--- src/rtl/serial_ctl_pkg.sv ---
package serial_ctl_pkg;
  localparam int REG_W      = 8;
  localparam int BIT_ADDR1  = 7;
  localparam int BIT_RSVD   = 6;
  localparam int BIT_SWBUSY = 5;
  localparam int BIT_LDBUSY = 4;
  localparam int BIT_ENABLE = 3;
  localparam int BIT_FAST   = 2;
  localparam int BIT_SWERR  = 1;
  localparam int BIT_LDERR  = 0;

  typedef enum logic [1:0] {
    ST_DETECT = 2'd0,
    ST_LOAD   = 2'd1,
    ST_IDLE   = 2'd2,
    ST_SW     = 2'd3
  } seq_state_t;
endpackage

--- src/rtl/serial_ctl_seq.sv ---
module serial_ctl_seq
  import serial_ctl_pkg::*;
(
  input  logic clk,
  input  logic rst_n,
  input  logic present,
  input  logic if_en,
  input  logic req_valid,
  output logic req_ready,
  input  logic done,
  input  logic err,
  output logic start,
  output logic load,
  output logic sw_busy,
  output logic ld_busy,
  output logic det_set,
  output logic sw_err_set,
  output logic ld_err_set
);
  seq_state_t state;
  logic start_q, load_q;

  assign req_ready  = (state == ST_IDLE) && if_en;
  assign det_set    = (state == ST_DETECT) && present;
  assign sw_err_set = (state == ST_SW) && done && err;
  assign ld_err_set = (state == ST_LOAD) && done && err;
  assign sw_busy    = (state == ST_SW);
  assign ld_busy    = (state == ST_LOAD);
  assign start      = start_q;
  assign load       = load_q;

  always_ff @(posedge clk or negedge rst_n) begin
    if (!rst_n) begin
      state   <= ST_DETECT;
      start_q <= 1'b0;
      load_q  <= 1'b0;
    end else begin
      start_q <= 1'b0;
      case (state)
        ST_DETECT: begin
          if (present) begin
            state   <= ST_LOAD;
            start_q <= 1'b1;
            load_q  <= 1'b1;
          end else begin
            state <= ST_IDLE;
          end
        end
        ST_LOAD: if (done) state <= ST_IDLE;
        ST_IDLE: begin
          if (req_valid && req_ready) begin
            state   <= ST_SW;
            start_q <= 1'b1;
            load_q  <= 1'b0;
          end
        end
        ST_SW:   if (done) state <= ST_IDLE;
        default: state <= ST_IDLE;
      endcase
    end
  end
endmodule

--- src/rtl/serial_ctl_regs.sv ---
module serial_ctl_regs
  import serial_ctl_pkg::*;
(
  input  logic             clk,
  input  logic             rst_n,
  input  logic             wr_en,
  input  logic [REG_W-1:0] wr_data,
  input  logic             rd_en,
  input  logic             det_set,
  input  logic             sw_err_set,
  input  logic             ld_err_set,
  input  logic             sw_busy,
  input  logic             ld_busy,
  output logic [REG_W-1:0] value,
  output logic             addr_only,
  output logic             if_en,
  output logic             fast
);
  logic sw_err, ld_err;

  always_ff @(posedge clk or negedge rst_n) begin
    if (!rst_n) begin
      addr_only <= 1'b0;
      if_en     <= 1'b0;
      fast      <= 1'b0;
    end else begin
      if (wr_en) begin
        addr_only <= wr_data[BIT_ADDR1];
        if_en     <= wr_data[BIT_ENABLE];
        fast      <= wr_data[BIT_FAST];
      end
      if (det_set) if_en <= 1'b1;
    end
  end

  // Error flags: a hardware set has priority over the clearing read.
  always_ff @(posedge clk or negedge rst_n) begin
    if (!rst_n) begin
      sw_err <= 1'b0;
      ld_err <= 1'b0;
    end else begin
      if (sw_err_set)  sw_err <= 1'b1;
      else if (rd_en)  sw_err <= 1'b0;
      if (ld_err_set)  ld_err <= 1'b1;
      else if (rd_en)  ld_err <= 1'b0;
    end
  end

  always_comb begin
    value             = '0;
    value[BIT_ADDR1]  = addr_only;
    value[BIT_RSVD]   = 1'b0;
    value[BIT_SWBUSY] = sw_busy;
    value[BIT_LDBUSY] = ld_busy;
    value[BIT_ENABLE] = if_en;
    value[BIT_FAST]   = fast;
    value[BIT_SWERR]  = sw_err;
    value[BIT_LDERR]  = ld_err;
  end
endmodule

--- src/rtl/serial_ctl_clkdiv.sv ---
module serial_ctl_clkdiv #(
  parameter int NORM_DIV = 250,
  parameter int TEST_DIV = 4,
  parameter int CNT_W    = 8
) (
  input  logic clk,
  input  logic rst_n,
  input  logic fast,
  output logic tick
);
  logic [CNT_W-1:0] cnt;
  logic [CNT_W-1:0] limit;

  assign limit = fast ? CNT_W'(TEST_DIV - 1) : CNT_W'(NORM_DIV - 1);

  always_ff @(posedge clk or negedge rst_n) begin
    if (!rst_n) begin
      cnt  <= '0;
      tick <= 1'b0;
    end else begin
      tick <= (cnt >= limit);
      if (cnt >= limit) cnt <= '0;
      else              cnt <= cnt + 1'b1;
    end
  end
endmodule

--- src/rtl/serial_ctl_top.sv ---
module serial_ctl_top
  import serial_ctl_pkg::*;
#(
  parameter int NORM_DIV = 250,
  parameter int TEST_DIV = 4
) (
  input  logic             clk,
  input  logic             rst_n,
  input  logic             reg_wr_en,
  input  logic [REG_W-1:0] reg_wr_data,
  input  logic             reg_rd_en,
  output logic [REG_W-1:0] reg_rd_data,
  input  logic             eeprom_present,
  input  logic             sw_req_valid,
  output logic             sw_req_ready,
  output logic             eng_start,
  output logic             eng_load,
  output logic             eng_addr_only,
  input  logic             eng_done,
  input  logic             eng_err,
  output logic             ser_tick
);
  localparam int MAX_DIV = (NORM_DIV > TEST_DIV) ? NORM_DIV : TEST_DIV;
  localparam int CNT_W   = (MAX_DIV > 2) ? $clog2(MAX_DIV) : 1;

  logic if_en, fast, sw_busy, ld_busy;
  logic det_set, sw_err_set, ld_err_set;

  serial_ctl_seq u_seq (
    .clk        (clk),
    .rst_n      (rst_n),
    .present    (eeprom_present),
    .if_en      (if_en),
    .req_valid  (sw_req_valid),
    .req_ready  (sw_req_ready),
    .done       (eng_done),
    .err        (eng_err),
    .start      (eng_start),
    .load       (eng_load),
    .sw_busy    (sw_busy),
    .ld_busy    (ld_busy),
    .det_set    (det_set),
    .sw_err_set (sw_err_set),
    .ld_err_set (ld_err_set)
  );

  serial_ctl_regs u_regs (
    .clk        (clk),
    .rst_n      (rst_n),
    .wr_en      (reg_wr_en),
    .wr_data    (reg_wr_data),
    .rd_en      (reg_rd_en),
    .det_set    (det_set),
    .sw_err_set (sw_err_set),
    .ld_err_set (ld_err_set),
    .sw_busy    (sw_busy),
    .ld_busy    (ld_busy),
    .value      (reg_rd_data),
    .addr_only  (eng_addr_only),
    .if_en      (if_en),
    .fast       (fast)
  );

  serial_ctl_clkdiv #(
    .NORM_DIV (NORM_DIV),
    .TEST_DIV (TEST_DIV),
    .CNT_W    (CNT_W)
  ) u_div (
    .clk   (clk),
    .rst_n (rst_n),
    .fast  (fast),
    .tick  (ser_tick)
  );
endmodule

--- config.mk ---
export PLATFORM = sky130hd
export DESIGN_NAME = serial_ctl_top
export DESIGN_NICKNAME = d
export VERILOG_FILES = /design/src/rtl/serial_ctl_pkg.sv /design/src/rtl/serial_ctl_seq.sv /design/src/rtl/serial_ctl_regs.sv /design/src/rtl/serial_ctl_clkdiv.sv /design/src/rtl/serial_ctl_top.sv
export SDC_FILE = /design/constraint.sdc
export NUM_CORES = 1
export LEC_CHECK = 0
export BUFFER_PORTS_ARGS = -buffer_cell sky130_fd_sc_hd__buf_4
export CORE_MARGIN = 2
export CORE_UTILIZATION = 44
export DETAILED_ROUTE_END_ITERATION = 10
export PLACE_DENSITY_LB_ADDON = 0.12
export SYNTH_ARGS = -nofsm -noshare
export SYNTH_HDL_FRONTEND = slang
export SYNTH_SLANG_ARGS = --single-unit
--- constraint.sdc ---
create_clock -name clk -period 2.2 [get_ports clk]
set_input_delay 0.33 -clock clk [delete_from_list [all_inputs] [get_ports clk]]
set_output_delay 0.33 -clock clk [all_outputs]
set_load 0.005 [all_outputs]
* After elaboration in Yosys (flattened, before gate mapping)
Cells that the tools add are included.
Word-level totals: register bits 18, input port bits 16
Operators by class: reductions and logical operators 15, $add $sub $neg 1, $lt $le $gt $ge 1, equal/unequal tests 6, muxes and demuxes 17
Operators with widths (count):
- $mux W8 | 2
- $mux W1 | 9
- $add A8 B1 Y8 const B | 1
- $ge A8 B8 Y1 | 1
- $reduce_bool A2 Y1 | 4
- $logic_and A1 B1 Y1 | 7
- $mux W2 | 3
- $pmux W2 S3 | 1
- $eq A2 B2 Y1 const B | 2
- $ne A2 B2 Y1 const B | 2
- $pmux W1 S2 | 2
- $reduce_and A3 Y1 | 1
- $eq A2 B1 Y1 const B | 1
- $logic_not A2 Y1 | 1
- $ne A2 B1 Y1 const B | 1
- $reduce_and A2 Y1 | 1
- $reduce_or A2 Y1 | 1

* Depth between registers and ports, before layout
Gate-level depths: netlist of run 1.
word-level depth 5, gate-level depth with buffers 6

* By module
A second synthesis of run 1 with hierarchy kept.
Unflattened totals: cells, all modules 90, area total of the unflattened synthesis 952.2 um^2
Modules (own cells, without submodules):
- serial_ctl_clkdiv | instances 1, sequential area each 225.2 um^2, area an instance 489.2 um^2, cells an instance 47
- serial_ctl_regs | instances 1, sequential area each 125.1 um^2, area an instance 245.2 um^2, cells an instance 21
- serial_ctl_seq | instances 1, sequential area each 100.1 um^2, area an instance 217.7 um^2, cells an instance 22

* Least setup slack after synthesis of run 1
No wires, ideal clock.
path type flip-flop to flip-flop, from register u_regs.fast, to register u_div.cnt[2], arrival 1.426 ns, library setup time 0.072 ns, stages on the path, launching flop included 7, setup slack 0.702 ns, data required time 2.128 ns, cells stage by stage dfrtp_1 > inv_1 > ha_1 > a211o_1 > a31oi_1 > o21ai_2 > nor2_1
Between the ends: cells in the longest elaborated chain, start to end 3
RTL lines:
- start, declared | line serial_ctl_regs.sv:17 | output logic fast
- start signal, assigned | line serial_ctl_regs.sv:30 | fast <= wr_data[BIT_FAST];
- $mux W8 | line serial_ctl_clkdiv.sv:14 | assign limit = fast ? CNT_W'(TEST_DIV - 1) : CNT_W'(NORM_DIV - 1);
- $ge A8 B8 Y1 | line serial_ctl_clkdiv.sv:22 | if (cnt >= limit) cnt <= '0;
- $mux W8 | line serial_ctl_clkdiv.sv:22
- end signal, assigned | line serial_ctl_clkdiv.sv:23 | else cnt <= cnt + 1'b1;
- end, declared | line serial_ctl_clkdiv.sv:11 | logic [CNT_W-1:0] cnt;
No other way between the ends. A chain may end at the register's enable or synchronous reset.

* Worst setup path in the final report of run 1
from register u_regs.fast, to register u_div.cnt[5]
Same word-level chain as after synthesis.

==> results of run 1 <==
==> area by class of cell <==
class / instances / area (um2) / area share (%)
clock buffers: 4 / 36.3 / 3.30
well taps: 27 / 33.8 / 3.07
flip-flops and latches: 18 / 450 / 40.9
multi-input cells: 58 / 390 / 35.5
inverters: 4 / 15.0 / 1.36
repair buffers: 23 / 175 / 15.9
==> kinds of logic after synthesis <==
kind of cell | count (synthesis) | synth area share, %
AND/OR/NAND/NOR | 26 | 12.6
buffers and inverters | 12 | 8.20
other | 1 | 0.409
AO/OA/AOI/OAI | 16 | 12.0
flip-flops | 18 | 49.2
multiplexers | 2 | 2.32
XOR/XNOR | 6 | 5.74
adder cells (fa/ha/maj) | 7 | 9.56
==> final timing paths <==
kind                                    from             end  slack [ns]  depth (start not counted)
worst max-delay path             u_regs.fast    u_div.cnt[5]        0.46                          6
worst min-delay path                eng_done  u_seq.state[0]        0.23                          2
worst max register to register   u_regs.fast    u_div.cnt[5]        0.46                          6
worst min register to register  u_div.cnt[0]    u_div.cnt[0]        0.50                          1
max in group asynchronous              rst_n     u_regs.fast        1.59                          2
min in group asynchronous              rst_n    u_div.cnt[4]        0.43                          2
==> critical path: stages (launching register included) <==
cell,delay (ns)
dfrtp_1,0.49
inv_1,0.10
ha_1,0.30
a211o_1,0.25
a31oi_1,0.23
o21ai_2,0.16
nor2_1,0.14
==> flip-flops by register name (all words and copies together) (netlist names) <==
register and count:
u_div.tick 1, u_regs.fast 1, u_seq.load 1, u_seq.state 2
u_regs.sw_err 1, u_seq.start 1, u_regs.addr_only 1, u_regs.ld_err 1
u_regs.if_en 1, u_div.cnt 8
==> power groups by stage <==
stage               sequential [uW]  clock, uW  combinational (uW)
floorplan                       490          0                 253
global route                    517        215                 388
detailed placement              511          0                 340
finish                          505        198                 336
CTS                             504        205                 345
global placement                507          0                 324
==> per-stage QoR <==
step / setup slack (ns) / instances / utilization (%) / total power [uW]
detailed placement: 0.437 / 129 / 53.8 / 850
floorplan: 0.702 / 88 / - / 743
finish: 0.458 / 134 / 56.1 / 1040
global route: 0.305 / 134 / 56.1 / 1120
CTS: 0.408 / 134 / 56.1 / 1050
global placement: 0.532 / 129 / 53.8 / 830
==> routing by layer <==
layer	up-vias	global-route usage, %
met4	0	5.56
met5	-	0
li1	332	-
met1	310	16.0
met3	2	1.82
met2	9	23.8
==> cell usage after synthesis (2+ instances only) <==
cell type / instances
a32o_1: 2
nand3_1: 5
a211o_1: 2
nand2_1: 5
buf_4: 8
xnor2_1: 3
a21oi_1: 4
and3_1: 2
a21o_1: 2
inv_1: 4
ha_1: 7
o21ai_0: 3
nor2_1: 11
dfrtp_1: 18
xor2_1: 3
==> key figures, run 1 <==
Status
  – Status: complete, no violations

Worst setup path
  – Critical Path Source Type: flop
  – WP data required: 2.42 ns
  – Crit path DAT: 1.96 ns
  – Max Fanout on Critical Path: 9
  – Worst setup EP type: flop
  – CP Class: flop to flop

Detailed routing
  – Via count: 653
  – Vias per inst: 4.87
  – Top routing layer in use: met4
  – Met1 wire length: 687 um
  – Post-route DRC: 0
  – Drt first-iter violations: 6
  – Met3 wire len: 52 um
  – Met2 wire length: 813 um
  – DR pass1 iterations: 4
  – Antenna viol nets, final: 0
  – Post-DR wirelength/cell: 11.6 um
  – Final wirelength: 1560 um

Cells and area
  – Share of cells above drive strength 1: 26.2%
  – Most common cell after layout, fill and taps aside: buf_4
  – # diodes: 0
  – Commonest cells after routing, fill and taps aside: 22 x buf_4, 18 x dfrtp_1, 11 x nor2_1
  – Synthesis-to-layout area growth: 20.2%
  – Final instance area: 0.00110 mm2
  – Fillers: 206
  – Total Nets Final: 131

Clock tree
  – PostCTS Resize Cnt: 0
  – H-tree levels: 1
  – Hold-fix buffers, CTS: 1
  – Postcts setup bufs: 0
  – CTS tree: yes
  – CTS Buf Count: 3
  – Clock Latency Late Sink: 0.28 ns
  – Clock root buffer: clkbuf_4
  – Worst-case clock buffer depth: 2
  – Sink Count: 18
  – Clk slew on worst S/H paths: 0.10 ns

Yosys
  – Synth area leader: dfrtp_1
  – Count of different cell masters after synthesis: 24
  – Synth area leaders: dfrtp_1 49%, ha_1 9.6%, buf_4 6.6%
  – Syn nets: 111
  – Syn Area/Cell: 10.4 um2
  – Yosys top cell area share: 49.2%
  – Syn Std Cell Area: 916 um2
  – FFs w/ async S/R, synth: 100%
  – Main synth FF type: dfrtp_1
  – YS warnings: 0
  – Post-synth EDFFs: 0
  – Seq/Total Area, Yosys: 49.2%
  – Gate Count Post-Synth: 88
  – FF+latch count, synth: 18

Power and ir drop
  – Comb power frac: 32.3%
  – Maximum VDD drop: 475 uV
  – Psw: 351 uW
  – Clock share of power: 19.1%
  – Leakage: 0.000565 uW
  – PD cells: 944 mW/mm2
  – Internal Power: 688 uW
  – Seq pwr share: 48.6%
  – Switch share: 33.8%

Worst hold path
  – Worst min path class: input pin to flop

Global routing
  – First-pass GRT wire length: 2570 um
  – Total track usage: 13.4%
  – Initial antenna violation count: 0
  – Number of global-route vias before repair: 640
  – Largest net degree at the start of global routing: 19
  – Total grt overflow: 0

STA
  – Final setup fails: 0
  – Max Clock Freq: 574 MHz
  – Slew Viols, Final: 0
  – Worst hold margin: 0.233 ns
  – RSZ-0062 raised after global routing: no
  – Fin Setup TNS: 0 ns
  – Final min period: 1.74 ns
  – Post-route clock period utilization: 79.2%
  – Final Hold Vio Count: 0
  – Skew final: 0.00261 ns

Floorplanning
  – Die X: 49.6 um
  – Die height: 49.6 um
  – # IOs: 29
  – Die ar.: 0.00246 mm2
  – Row count: 16
  – Initial Utilization: 46.7%
  – Core region area: 0.00196 mm2

Placement
  – DP Wirelength: 1240 um
  – Port Buffers: 22
  – RePlAce Congestion: 0.772
  – Placed Area: 0.00105 mm2

Flow run
  – Max_cap viols: 0
(Power assumes the default switching activity.)
==> run 2: changes to the inputs <==
==> constraint.sdc (replaced) <==
create_clock -name clk -period 1.79 [get_ports clk]
set_input_delay 0.2685 -clock clk [delete_from_list [all_inputs] [get_ports clk]]
set_output_delay 0.2685 -clock clk [all_outputs]
set_load 0.005 [all_outputs]
==> run 2 against run 1 <==
Highest routed layer unchanged. First-iteration DRC count is 100% higher. Worst hold slack worse by 0.058 ns. Via count rose by 0.92%. Total power is 22% higher. Sequential share of layout area shrank 0.28 points. Clock skew fell by 0.0015 ns. Routed wire length increased by 1.9%. Critical path type unchanged. Utilization increased by 0.38 points. Sequential power is 21% higher.
==> key figures, run 2 (synthesis results as in run 1) <==
STA
  – Fin Setup TNS: 0 ns (unchanged)
  – Worst hold margin: 0.175 ns (-0.0583 ns)
  – Slew Viols, Final: 0 (unchanged)
  – Max Clock Freq: 640 MHz (+12%)
  – Post-route clock period utilization: 87.2% (+8.1 points)
  – Skew final: 0.00109 ns (-0.00153 ns)
  – RSZ-0062 raised after global routing: no
  – Final Hold Vio Count: 0 (unchanged)
  – Final setup fails: 0 (unchanged)
  – Final min period: 1.56 ns (-0.180 ns)

Clock tree
  – Clock Latency Late Sink: 0.29 ns (about the same)
  – CTS Buf Count: 3 (unchanged)
  – H-tree levels: 1 (unchanged)
  – Sink Count: 18 (unchanged)
  – Clock root buffer: clkbuf_4
  – CTS tree: yes
  – Postcts setup bufs: 0 (unchanged)
  – Clk slew on worst S/H paths: 0.10 ns (about the same)
  – Worst-case clock buffer depth: 2 (unchanged)

Placement
  – Placed Area: 0.00106 mm2 (+0.71%)
  – Cells after DPL: 130 (+0.78%)
  – DP Wirelength: 1250 um (+1.1%)
  – RePlAce Congestion: 0.752 (-2.6%)
  – Port Buffers: 22 (unchanged)

Detailed routing
  – Via count: 659 (+0.92%)
  – Drt first-iter violations: 12 (+6)
  – Final wirelength: 1590 um (+1.9%)
  – Post-DR wirelength/cell: 11.8 um (+1.2%)
  – Vias per inst: 4.88 (+0.17%)
  – Post-route DRC: 0 (unchanged)
  – Antenna viol nets, final: 0 (unchanged)
  – DR pass1 iterations: 4 (unchanged)

Floorplanning
  – Row count: 16 (unchanged)
  – Core region area: 0.00196 mm2 (unchanged)
  – Die height: 49.6 um (unchanged)
  – Die ar.: 0.00246 mm2 (unchanged)
  – Die X: 49.6 um (unchanged)
  – Initial Utilization: 46.7% (unchanged)
  – # IOs: 29 (unchanged)

Worst setup path
  – Crit path DAT: 1.78 ns (-0.18 ns)
  – Worst setup EP type: flop
  – WP data required: 2.01 ns (-0.41 ns)
  – Max Fanout on Critical Path: 9 (unchanged)
  – FF-to-FF setup slack: 0.23 ns (-0.23 ns)
  – CP Class: flop to flop
  – Critical Path Source Type: flop

Power and ir drop
  – Comb power frac: 32.8% (+0.5 points)
  – Maximum VDD drop: 516 uV (+8.5%)
  – Internal Power: 848 uW (+23%)
  – Switch share: 33.3% (-0.48 points)
  – Seq pwr share: 48.2% (-0.4 points)
  – Clock share of power: 19.0% (about the same)
  – Leakage: 0.000570 uW (+0.87%)
  – Psw: 424 uW (+21%)
  – PD cells: 1150 mW/mm2 (+22%)

Cells and area
  – Most common cell after layout, fill and taps aside: buf_4
  – Commonest cells after routing, fill and taps aside: 23 x buf_4, 18 x dfrtp_1, 11 x nor2_1
  – Total Nets Final: 132 (+0.76%)
  – Biggest regs: u_div.cnt: 8 flops, u_seq.state: 2 flops
  – Fin cells: 135 (+0.75%)
  – # diodes: 0 (unchanged)
  – Share of cells above drive strength 1: 26.9% (+0.68 points)
  – Synthesis-to-layout area growth: 21.0%
  – Final instance area: 0.00111 mm2 (+0.68%)
  – Top reg by flops: u_div.cnt
  – Largest register FFs: 8 (unchanged)

Global routing
  – Largest net degree at the start of global routing: 19 (unchanged)
  – First-pass GRT wire length: 2820 um (+9.7%)
  – Total track usage: 15.0% (+1.6 points)
  – Initial antenna violation count: 0 (unchanged)
  – Total grt overflow: 0 (unchanged)
  – Number of global-route vias before repair: 659 (+3.0%)

Flow run
  – Max_cap viols: 0 (unchanged)

Status
  – Status: complete, no violations

Worst hold path
  – Worst min path class: input pin to flop
[run 2: changes by cell type in the layout (fill, tap and decap cells not counted)]
cell | before | now
buf_4 | 22 | 23
[run 2: repair_timing]
| action | CTS | global route |
|---|---|---|
| hold buffers | 1 | 0 |
| resized for setup | 0 | 0 |
| endpoints found under the hold margin | 18 | 0 |
[run 2: final cells by class]
class	instances	area, um2
Fill cell	200	853
Sequential cell	18	450
Multi-Input combinational cell	58	390
Timing Repair Buffer	24	183
Clock buffer	4	36.3
Tap cell	27	33.8
Inverter	4	15.0
[run 2: worst max-delay path, cell delays in order, from the launching register on]
cell and delay (ns):
dfrtp_1 0.39, buf_4 0.16, ha_1 0.31, a21o_1 0.18, a21oi_1 0.17, o21ai_2 0.16
nor2_1 0.14
[run 2: routing by layer]
metal,share of wire (%),track usage (%),wire length [um]
met2,54,26.4,854
met5,0,0,0
met4,1.6,6.94,26
met3,4.8,2.73,76
met1,40,17.5,633
[run 2: through the flow]
step	utilization, %	worst slack (ns)	total power, uW
6_report	56.5	0.228	1270
5_1_grt	56.5	0.0907	1390
4_1_cts	56.5	0.203	1300
3_5_place_dp	54.1	0.229	1040
3_3_place_gp	54.1	0.261	1030
2_1_floorplan	-	0.292	913
[run 2: power groups by stage]
stage	Clock (uW)	Combinational, uW	Sequential, uW
detailed placement	0	422	622
finish	242	417	613
global route	276	485	631
global placement	0	406	619
floorplan	0	310	602
CTS	255	428	613
[run 2: final timing paths]
| path | startpoint | end | cells past startpoint |
|---|---|---|---|
| worst max register to register | u_regs.fast | u_div.cnt[3] | 6 |
| worst min-delay path | eng_done | u_seq.state[0] | 2 |
| worst max-delay path | u_regs.fast | u_div.cnt[3] | 6 |
| min in group asynchronous | rst_n | u_regs.if_en | 2 |
| worst min register to register | u_div.cnt[0] | u_div.cnt[0] | 1 |
| max in group asynchronous | rst_n | u_div.cnt[6] | 2 |
